File: src/rtl/row_seq_pkg.sv
package row_seq_pkg;
  typedef struct packed {
    logic dbl;   // two row-clock edges per line
    logic fast;  // reset pointer mirrors read pointer
  } seq_mode_t;
endpackage

File: src/rtl/row_edge_det.sv
module row_edge_det (
  input  logic clk,
  input  logic rst_n,
  input  logic level,
  output logic rise
);
  logic lvl_q;

  always_ff @(posedge clk or negedge rst_n) begin
    if (!rst_n) lvl_q <= 1'b0;
    else        lvl_q <= level;
  end

  assign rise = level & ~lvl_q;
endmodule

File: src/rtl/row_ptr.sv
module row_ptr #(
  parameter int ROWS  = 480,
  parameter int ROW_W = 9
) (
  input  logic             clk,
  input  logic             rst_n,
  input  logic             load,
  input  logic [ROW_W-1:0] load_val,
  input  logic             adv,
  output logic [ROW_W-1:0] ptr
);
  localparam logic [ROW_W-1:0] LAST = ROW_W'(ROWS - 1);

  logic [ROW_W-1:0] ptr_q, ptr_d;
  logic             ptr_en;

  always_comb begin
    ptr_en = load | adv;
    if (load)              ptr_d = load_val;
    else if (ptr_q == LAST) ptr_d = '0;
    else                   ptr_d = ptr_q + 1'b1;
  end

  always_ff @(posedge clk or negedge rst_n) begin
    if (!rst_n)      ptr_q <= '0;
    else if (ptr_en) ptr_q <= ptr_d;
  end

  assign ptr = ptr_q;
endmodule

File: src/rtl/frame_ctrl.sv
module frame_ctrl
  import row_seq_pkg::*;
#(
  parameter int ROW_W = 9,
  parameter int CNT_W = 16
) (
  input  logic             clk,
  input  logic             rst_n,
  input  logic             frame_start,
  input  logic             rise,
  input  logic [ROW_W-1:0] cfg_start_row,
  input  logic [CNT_W-1:0] cfg_int_time,
  input  logic [CNT_W-1:0] cfg_lines,
  input  seq_mode_t        cfg_mode,
  output logic             active,
  output seq_mode_t        mode,
  output logic [ROW_W-1:0] start_row,
  output logic [ROW_W-1:0] load_row,
  output logic             left_load,
  output logic             left_adv,
  output logic             right_load,
  output logic             right_adv,
  output logic             left_sync,
  output logic             right_sync,
  output logic             eof
);
  logic             active_q, active_d;
  logic [CNT_W-1:0] int_q, int_d, line_q, line_d;
  logic [CNT_W-1:0] int_lim_q, int_lim_d, line_lim_q, line_lim_d;
  logic             half_q, half_d, armed_q, armed_d, ron_q, ron_d;
  logic [ROW_W-1:0] start_q, start_d;
  seq_mode_t        mode_q, mode_d;
  logic             ls_q, rs_q, eof_q;

  logic             ev, step, int_hit, line_hit, eof_ev;
  logic [CNT_W-1:0] int_nx, line_nx;

  always_comb begin
    ev       = active_q & rise & ~frame_start;
    step     = ~mode_q.dbl | half_q;
    int_nx   = int_q + 1'b1;
    line_nx  = line_q + 1'b1;
    int_hit  = ev & step & ~ron_q & (int_nx == int_lim_q);
    line_hit = ev & step & (line_nx == line_lim_q);
    eof_ev   = mode_q.dbl ? (ev & armed_q) : line_hit;

    left_load  = frame_start;
    left_adv   = ev;
    right_load = frame_start ? (cfg_int_time == '0) : int_hit;
    right_adv  = ev & ron_q;
    load_row   = frame_start ? cfg_start_row : start_q;
  end

  always_comb begin
    active_d   = active_q;
    int_d      = int_q;
    line_d     = line_q;
    half_d     = half_q;
    armed_d    = armed_q;
    ron_d      = ron_q;
    start_d    = start_q;
    int_lim_d  = int_lim_q;
    line_lim_d = line_lim_q;
    mode_d     = mode_q;
    if (frame_start) begin
      active_d   = 1'b1;
      int_d      = '0;
      line_d     = '0;
      half_d     = 1'b0;
      armed_d    = 1'b0;
      ron_d      = (cfg_int_time == '0);
      start_d    = cfg_start_row;
      int_lim_d  = cfg_int_time;
      line_lim_d = cfg_lines;
      mode_d     = cfg_mode;
    end else if (ev) begin
      half_d = mode_q.dbl & ~half_q;
      if (step & ~ron_q)            int_d   = int_nx;
      if (int_hit)                  ron_d   = 1'b1;
      if (step)                     line_d  = line_nx;
      if (line_hit & mode_q.dbl)    armed_d = 1'b1;
      if (eof_ev)                   active_d = 1'b0;
    end
  end

  always_ff @(posedge clk or negedge rst_n) begin
    if (!rst_n) begin
      active_q   <= 1'b0;
      int_q      <= '0;
      line_q     <= '0;
      half_q     <= 1'b0;
      armed_q    <= 1'b0;
      ron_q      <= 1'b0;
      start_q    <= '0;
      int_lim_q  <= '0;
      line_lim_q <= '0;
      mode_q     <= '0;
      ls_q       <= 1'b0;
      rs_q       <= 1'b0;
      eof_q      <= 1'b0;
    end else begin
      active_q   <= active_d;
      int_q      <= int_d;
      line_q     <= line_d;
      half_q     <= half_d;
      armed_q    <= armed_d;
      ron_q      <= ron_d;
      start_q    <= start_d;
      int_lim_q  <= int_lim_d;
      line_lim_q <= line_lim_d;
      mode_q     <= mode_d;
      ls_q       <= left_load;
      rs_q       <= right_load;
      eof_q      <= eof_ev;
    end
  end

  assign active     = active_q;
  assign mode       = mode_q;
  assign start_row  = start_q;
  assign left_sync  = ls_q;
  assign right_sync = mode_q.fast ? ls_q : rs_q;
  assign eof        = eof_q;
endmodule

File: src/rtl/row_seq_top.sv
module row_seq_top
  import row_seq_pkg::*;
#(
  parameter int ROWS  = 480,
  parameter int CNT_W = 16,
  localparam int ROW_W = (ROWS > 1) ? $clog2(ROWS) : 1
) (
  input  logic             clk,
  input  logic             rst_n,
  input  logic             frame_start,
  input  logic             row_clk,
  input  logic [ROW_W-1:0] cfg_start_row,
  input  logic [CNT_W-1:0] cfg_int_time,
  input  logic [CNT_W-1:0] cfg_lines,
  input  logic             cfg_dbl_clk,
  input  logic             cfg_fast_rst,
  output logic             left_sync,
  output logic             right_sync,
  output logic             eof,
  output logic [ROW_W-1:0] left_row,
  output logic [ROW_W-1:0] right_row
);
  localparam int NPTR = 2;

  logic             row_rise;
  logic             active;
  seq_mode_t        mode_in, mode_q;
  logic [ROW_W-1:0] start_q, load_row;
  logic [NPTR-1:0]  ptr_ld, ptr_adv;
  logic [ROW_W-1:0] ptr [NPTR];

  assign mode_in.dbl  = cfg_dbl_clk;
  assign mode_in.fast = cfg_fast_rst;

  row_edge_det u_edge (
    .clk   (clk),
    .rst_n (rst_n),
    .level (row_clk),
    .rise  (row_rise)
  );

  frame_ctrl #(.ROW_W(ROW_W), .CNT_W(CNT_W)) u_ctrl (
    .clk           (clk),
    .rst_n         (rst_n),
    .frame_start   (frame_start),
    .rise          (row_rise),
    .cfg_start_row (cfg_start_row),
    .cfg_int_time  (cfg_int_time),
    .cfg_lines     (cfg_lines),
    .cfg_mode      (mode_in),
    .active        (active),
    .mode          (mode_q),
    .start_row     (start_q),
    .load_row      (load_row),
    .left_load     (ptr_ld[0]),
    .left_adv      (ptr_adv[0]),
    .right_load    (ptr_ld[1]),
    .right_adv     (ptr_adv[1]),
    .left_sync     (left_sync),
    .right_sync    (right_sync),
    .eof           (eof)
  );

  for (genvar g = 0; g < NPTR; g++) begin : g_ptr
    row_ptr #(.ROWS(ROWS), .ROW_W(ROW_W)) u_ptr (
      .clk      (clk),
      .rst_n    (rst_n),
      .load     (ptr_ld[g]),
      .load_val (load_row),
      .adv      (ptr_adv[g]),
      .ptr      (ptr[g])
    );
  end

  assign left_row  = ptr[0];
  assign right_row = mode_q.fast ? ptr[0] : ptr[1];
endmodule

File: config.mk
export PLATFORM = sky130hd
export DESIGN_NAME = row_seq_top
export DESIGN_NICKNAME = d
export VERILOG_FILES = /design/src/rtl/row_seq_pkg.sv /design/src/rtl/row_edge_det.sv /design/src/rtl/row_ptr.sv /design/src/rtl/frame_ctrl.sv /design/src/rtl/row_seq_top.sv
export SDC_FILE = /design/constraint.sdc
export NUM_CORES = 1
export LEC_CHECK = 0
export BUFFER_PORTS_ARGS = -buffer_cell sky130_fd_sc_hd__buf_2
export CAP_MARGIN = 20
export CELL_PAD_IN_SITES_DETAIL_PLACEMENT = 1
export CELL_PAD_IN_SITES_GLOBAL_PLACEMENT = 2
export CORE_ASPECT_RATIO = 1.25
export CORE_MARGIN = 5
export CORE_UTILIZATION = 34
export CTS_CLUSTER_DIAMETER = 60
export DETAILED_ROUTE_END_ITERATION = 12
export PLACE_DENSITY_LB_ADDON = 0.15
export SYNTH_ARGS = -nofsm -noshare
export SYNTH_HDL_FRONTEND = slang
export SYNTH_SLANG_ARGS = --single-unit
export TNS_END_PERCENT = 5
File: constraint.sdc
create_clock -name clk -period 2.49 [get_ports clk]
set_input_delay 0.1245 -clock clk [delete_from_list [all_inputs] [get_ports clk]]
set_output_delay 0.1245 -clock clk [all_outputs]
set_load 0.02 [all_outputs]
==> results.md <==
- Maximum clock path buffer count: 2
- WL final: 16.1 mm
- Mux contribution to synthesized area: 0.0996
- RSZ-0062 raised after global routing: yes
- Iter 0 DRT Violations: 156
- Seq pwr share: 0.475
- Final #Nets: 757
- Net Sw Power: 1050 uW
- Clk Latency, worst-skew pair: 0.35 ns
- TritonCTS Buffers: 9
- YS warnings: 0
- Die area: 19400 sq um
- Drt wl/cell: 17.4 microns
- Final HPWL DP: 12.0 mm
- Initial cell density of the core: 0.348
- Synthesized flop and latch total: 101
- Clock share of power: 0.380
- Detailed-router iteration count before antenna repair: 6
- Largest family of logic cells by synthesized area: simple AND/OR/NAND/NOR gates
- Synth Area in Simple Gates: 0.204
- Finished Cell Area: 7300 sq um
- Pwr per Cell Area: 525 nW/um^2
- Final period utilization: 1.02
- Startpoint types: flop
- Status: complete, but fails checks
- TritonCTS clock tree: built
- Endpoints failing setup: 7
- CP arrival: 2.79 ns
- DRT antenna net count: 0
- Async set-reset flop share out of synthesis: 1.00
- Vias per inst: 5.08
- Post-synthesis cell area: 5670 sq um
- Synth cell types: 63
- Mean post-synth cell area: 9.98 sq um
- Port bufs: 67
- Compound-gate portion of the synthesized area: 0.0989
- Int Pwr: 2780 uW
- Syn Inst Count: 568
- Post-Synth XOR/XNOR Area: 0.114
- Number of synthesized flops with an enable pin: 0
- Post-placement cell area: 6680 sq um
- Setup ws final: -0.0611 ns
- Pin count of the biggest net entering global routing: 54
- FMAX: 0.392 GHz
- Max-cap viol count: 0
- Sw Share: 0.274
- # rows: 52
- Clock skew after layout: 0.00979 ns
- Logic gate share of total power: 0.146
- DIE HEIGHT: 154 microns
- Core footprint: 16300 sq um
- Chip width: 125 microns
- Most frequent cells in the layout: dfrtp_1, buf_4, buf_2
- Initial antenna violation count: 0
- Via count: 4712
- Slew HR: 0.619
- Clock-pin slew on the worst setup and hold paths: 0.07 ns
- Tmin final: 2.55 ns
- Area share of fa/ha/maj cells after synthesis: 0.00883
- CP Max Fanout: 2
- Slew @ Worst Pin: 0.566 ns
- Hold/Removal Path Class: in2reg
- End-of-flow core utilization: 0.449
- GRT Total Usage: 0.172
- Ys flop type: dfrtp_1
- Remaining Overflow, GRT: 0
- Top-level I/O count: 68
- CTS root buf: clkbuf_16
- Synth Net Count: 619
- Pins Over Slew Limit: 0
- Vias in the first global route: 5187
- WP data required: 2.73 ns
- Worst slack at placement: -0.143 ns
- Post-synthesis sequential area ratio: 0.446
- Fin. Hold Viols: 0
- Crit path capture type: flop
- H-tree depth: 3
- Commonest non-fill, non-tap cell in the layout: dfrtp_1
- Leak pwr: 0.00313 uW
- Share of cells above drive strength 1: 0.336
- Area growth syn-to-layout: 28.8%
- Failing checks: setup timing
- DR DRC count: 0
- Max IR drop VDD: 0.000319 V
- Crit path kind: reg2reg
- Pwr Total: 3830 uW
- Ant. Diodes: 0
- GP Congestion: 0.845
- Clk sink count: 101
- Global-route wire length before repair: 26.9 mm
==> Yosys cell counts (all sizes together) (3+ instances only) <==
cell type,count,share of area
o221a,3,0.0060
xnor2,42,0.065
nand3,22,0.020
nor2,55,0.036
xor2,32,0.049
nor4,10,0.011
and3,7,0.0077
buf,11,0.010
nand2b,8,0.0088
or3,7,0.0086
a21oi,18,0.016
mux2,48,0.096
a211oi,3,0.0040
ha,4,0.0088
or2,6,0.0066
nand4,11,0.014
or3b,3,0.0046
nor2b,6,0.0066
inv,13,0.0086
clkbuf,15,0.0099
nor3,16,0.014
and4,4,0.0062
o22ai,4,0.0044
nor4b,3,0.0057
or4,8,0.011
o21a,3,0.0040
nor3b,3,0.0040
nand2,44,0.029
o21ai,28,0.025
dfrtp,101,0.45
==> power by group through the flow <==
stage	clock, uW	sequential [uW]	combinational [uW]
floorplan	0	1840	307
global placement	0	1850	527
detailed placement	0	1850	538
CTS	1510	1820	568
global route	1590	1830	616
finish	1460	1820	558
==> final cells by class <==
cell class | count | area, sq um
clock inverters | 7 | 75.1
repair buffers | 153 | 1040
multi-input cells | 428 | 3110
well taps | 216 | 270
clock buffers | 9 | 225
fillers | 1902 | 8960
inverters | 13 | 48.8
flip-flops and latches | 101 | 2530
==> path summary, 6_finish.rpt <==
check,start,end,slack (ns),cells past startpoint
min reg2reg,u_ctrl.start_row[8],u_ctrl.start_row[8],0.51,1
max,u_ctrl.int_q[1],g_ptr[1].u_ptr.ptr[3],-0.06,10
max reg2reg,u_ctrl.int_q[1],g_ptr[1].u_ptr.ptr[3],-0.06,10
max in group asynchronous,rst_n,u_ctrl.line_q[2],1.58,3
min in group asynchronous,rst_n,u_ctrl.int_q[8],0.17,2
min,cfg_lines[0],u_ctrl.line_lim_q[0],0.01,2
==> through the flow <==
step | instances | hold slack [ns] | setup TNS (ns)
2_1_floorplan | 568 | -0.171 | -0.0402
3_3_place_gp | 886 | 0.00214 | -0.617
3_5_place_dp | 886 | 0.00162 | -0.528
4_1_cts | 923 | 0.00121 | -0.00835
5_1_grt | 927 | 0.000920 | -1.13
6_report | 927 | 0.0122 | -0.136
==> cells by family (layout without fill, tap and decap cells) <==
kind of cell             count (synthesis)  after routing
AND/OR/NAND/NOR                        218            218
flip-flops                             101            101
AO/OA/AOI/OAI                           82             82
XOR/XNOR                                74             74
multiplexers                            50             50
buffers and inverters                   39            182
adder cells (fa/ha/maj)                  4              4
==> registers in the layout, indices dropped and copies added (netlist names), 2 cells and up <==
signal,cells
u_ctrl.line_q,16
u_ctrl.int_lim_q,16
u_ctrl.mode,2
g_ptr.u_ptr.ptr,18
u_ctrl.int_q,16
u_ctrl.line_lim_q,16
u_ctrl.start_row,9
==> routing by layer <==
layer | global-route usage | vias up | share of wire
li1 | - | 2286 | -
met1 | 0.201 | 2352 | 0.42
met2 | 0.317 | 59 | 0.53
met3 | 0.0359 | 15 | 0.032
met4 | 0.0496 | 0 | 0.014
met5 | 0 | - | 0
==> worst max-delay path: stages (launching register included) <==
cell	delay, ns
dfrtp_1	0.39
buf_4	0.14
ha_4	0.21
xor2_1	0.14
or3_4	0.34
a2111oi_4	0.26
buf_4	0.17
nor4b_4	0.20
nand4_2	0.12
and2_4	0.17
mux2_4	0.29
==> what timing repair did <==
| item | CTS | global route |
|---|---|---|
| hold buffers | 16 | 1 |
| gates resized for setup | 11 | 7 |
| endpoints found under the setup margin | 10 | 13 |
| pin swaps | 6 | 1 |
| endpoints found under the hold margin | 82 | 1 |
| buffers inserted | 5 | 3 |
Power figures use the tool's default switching activity.
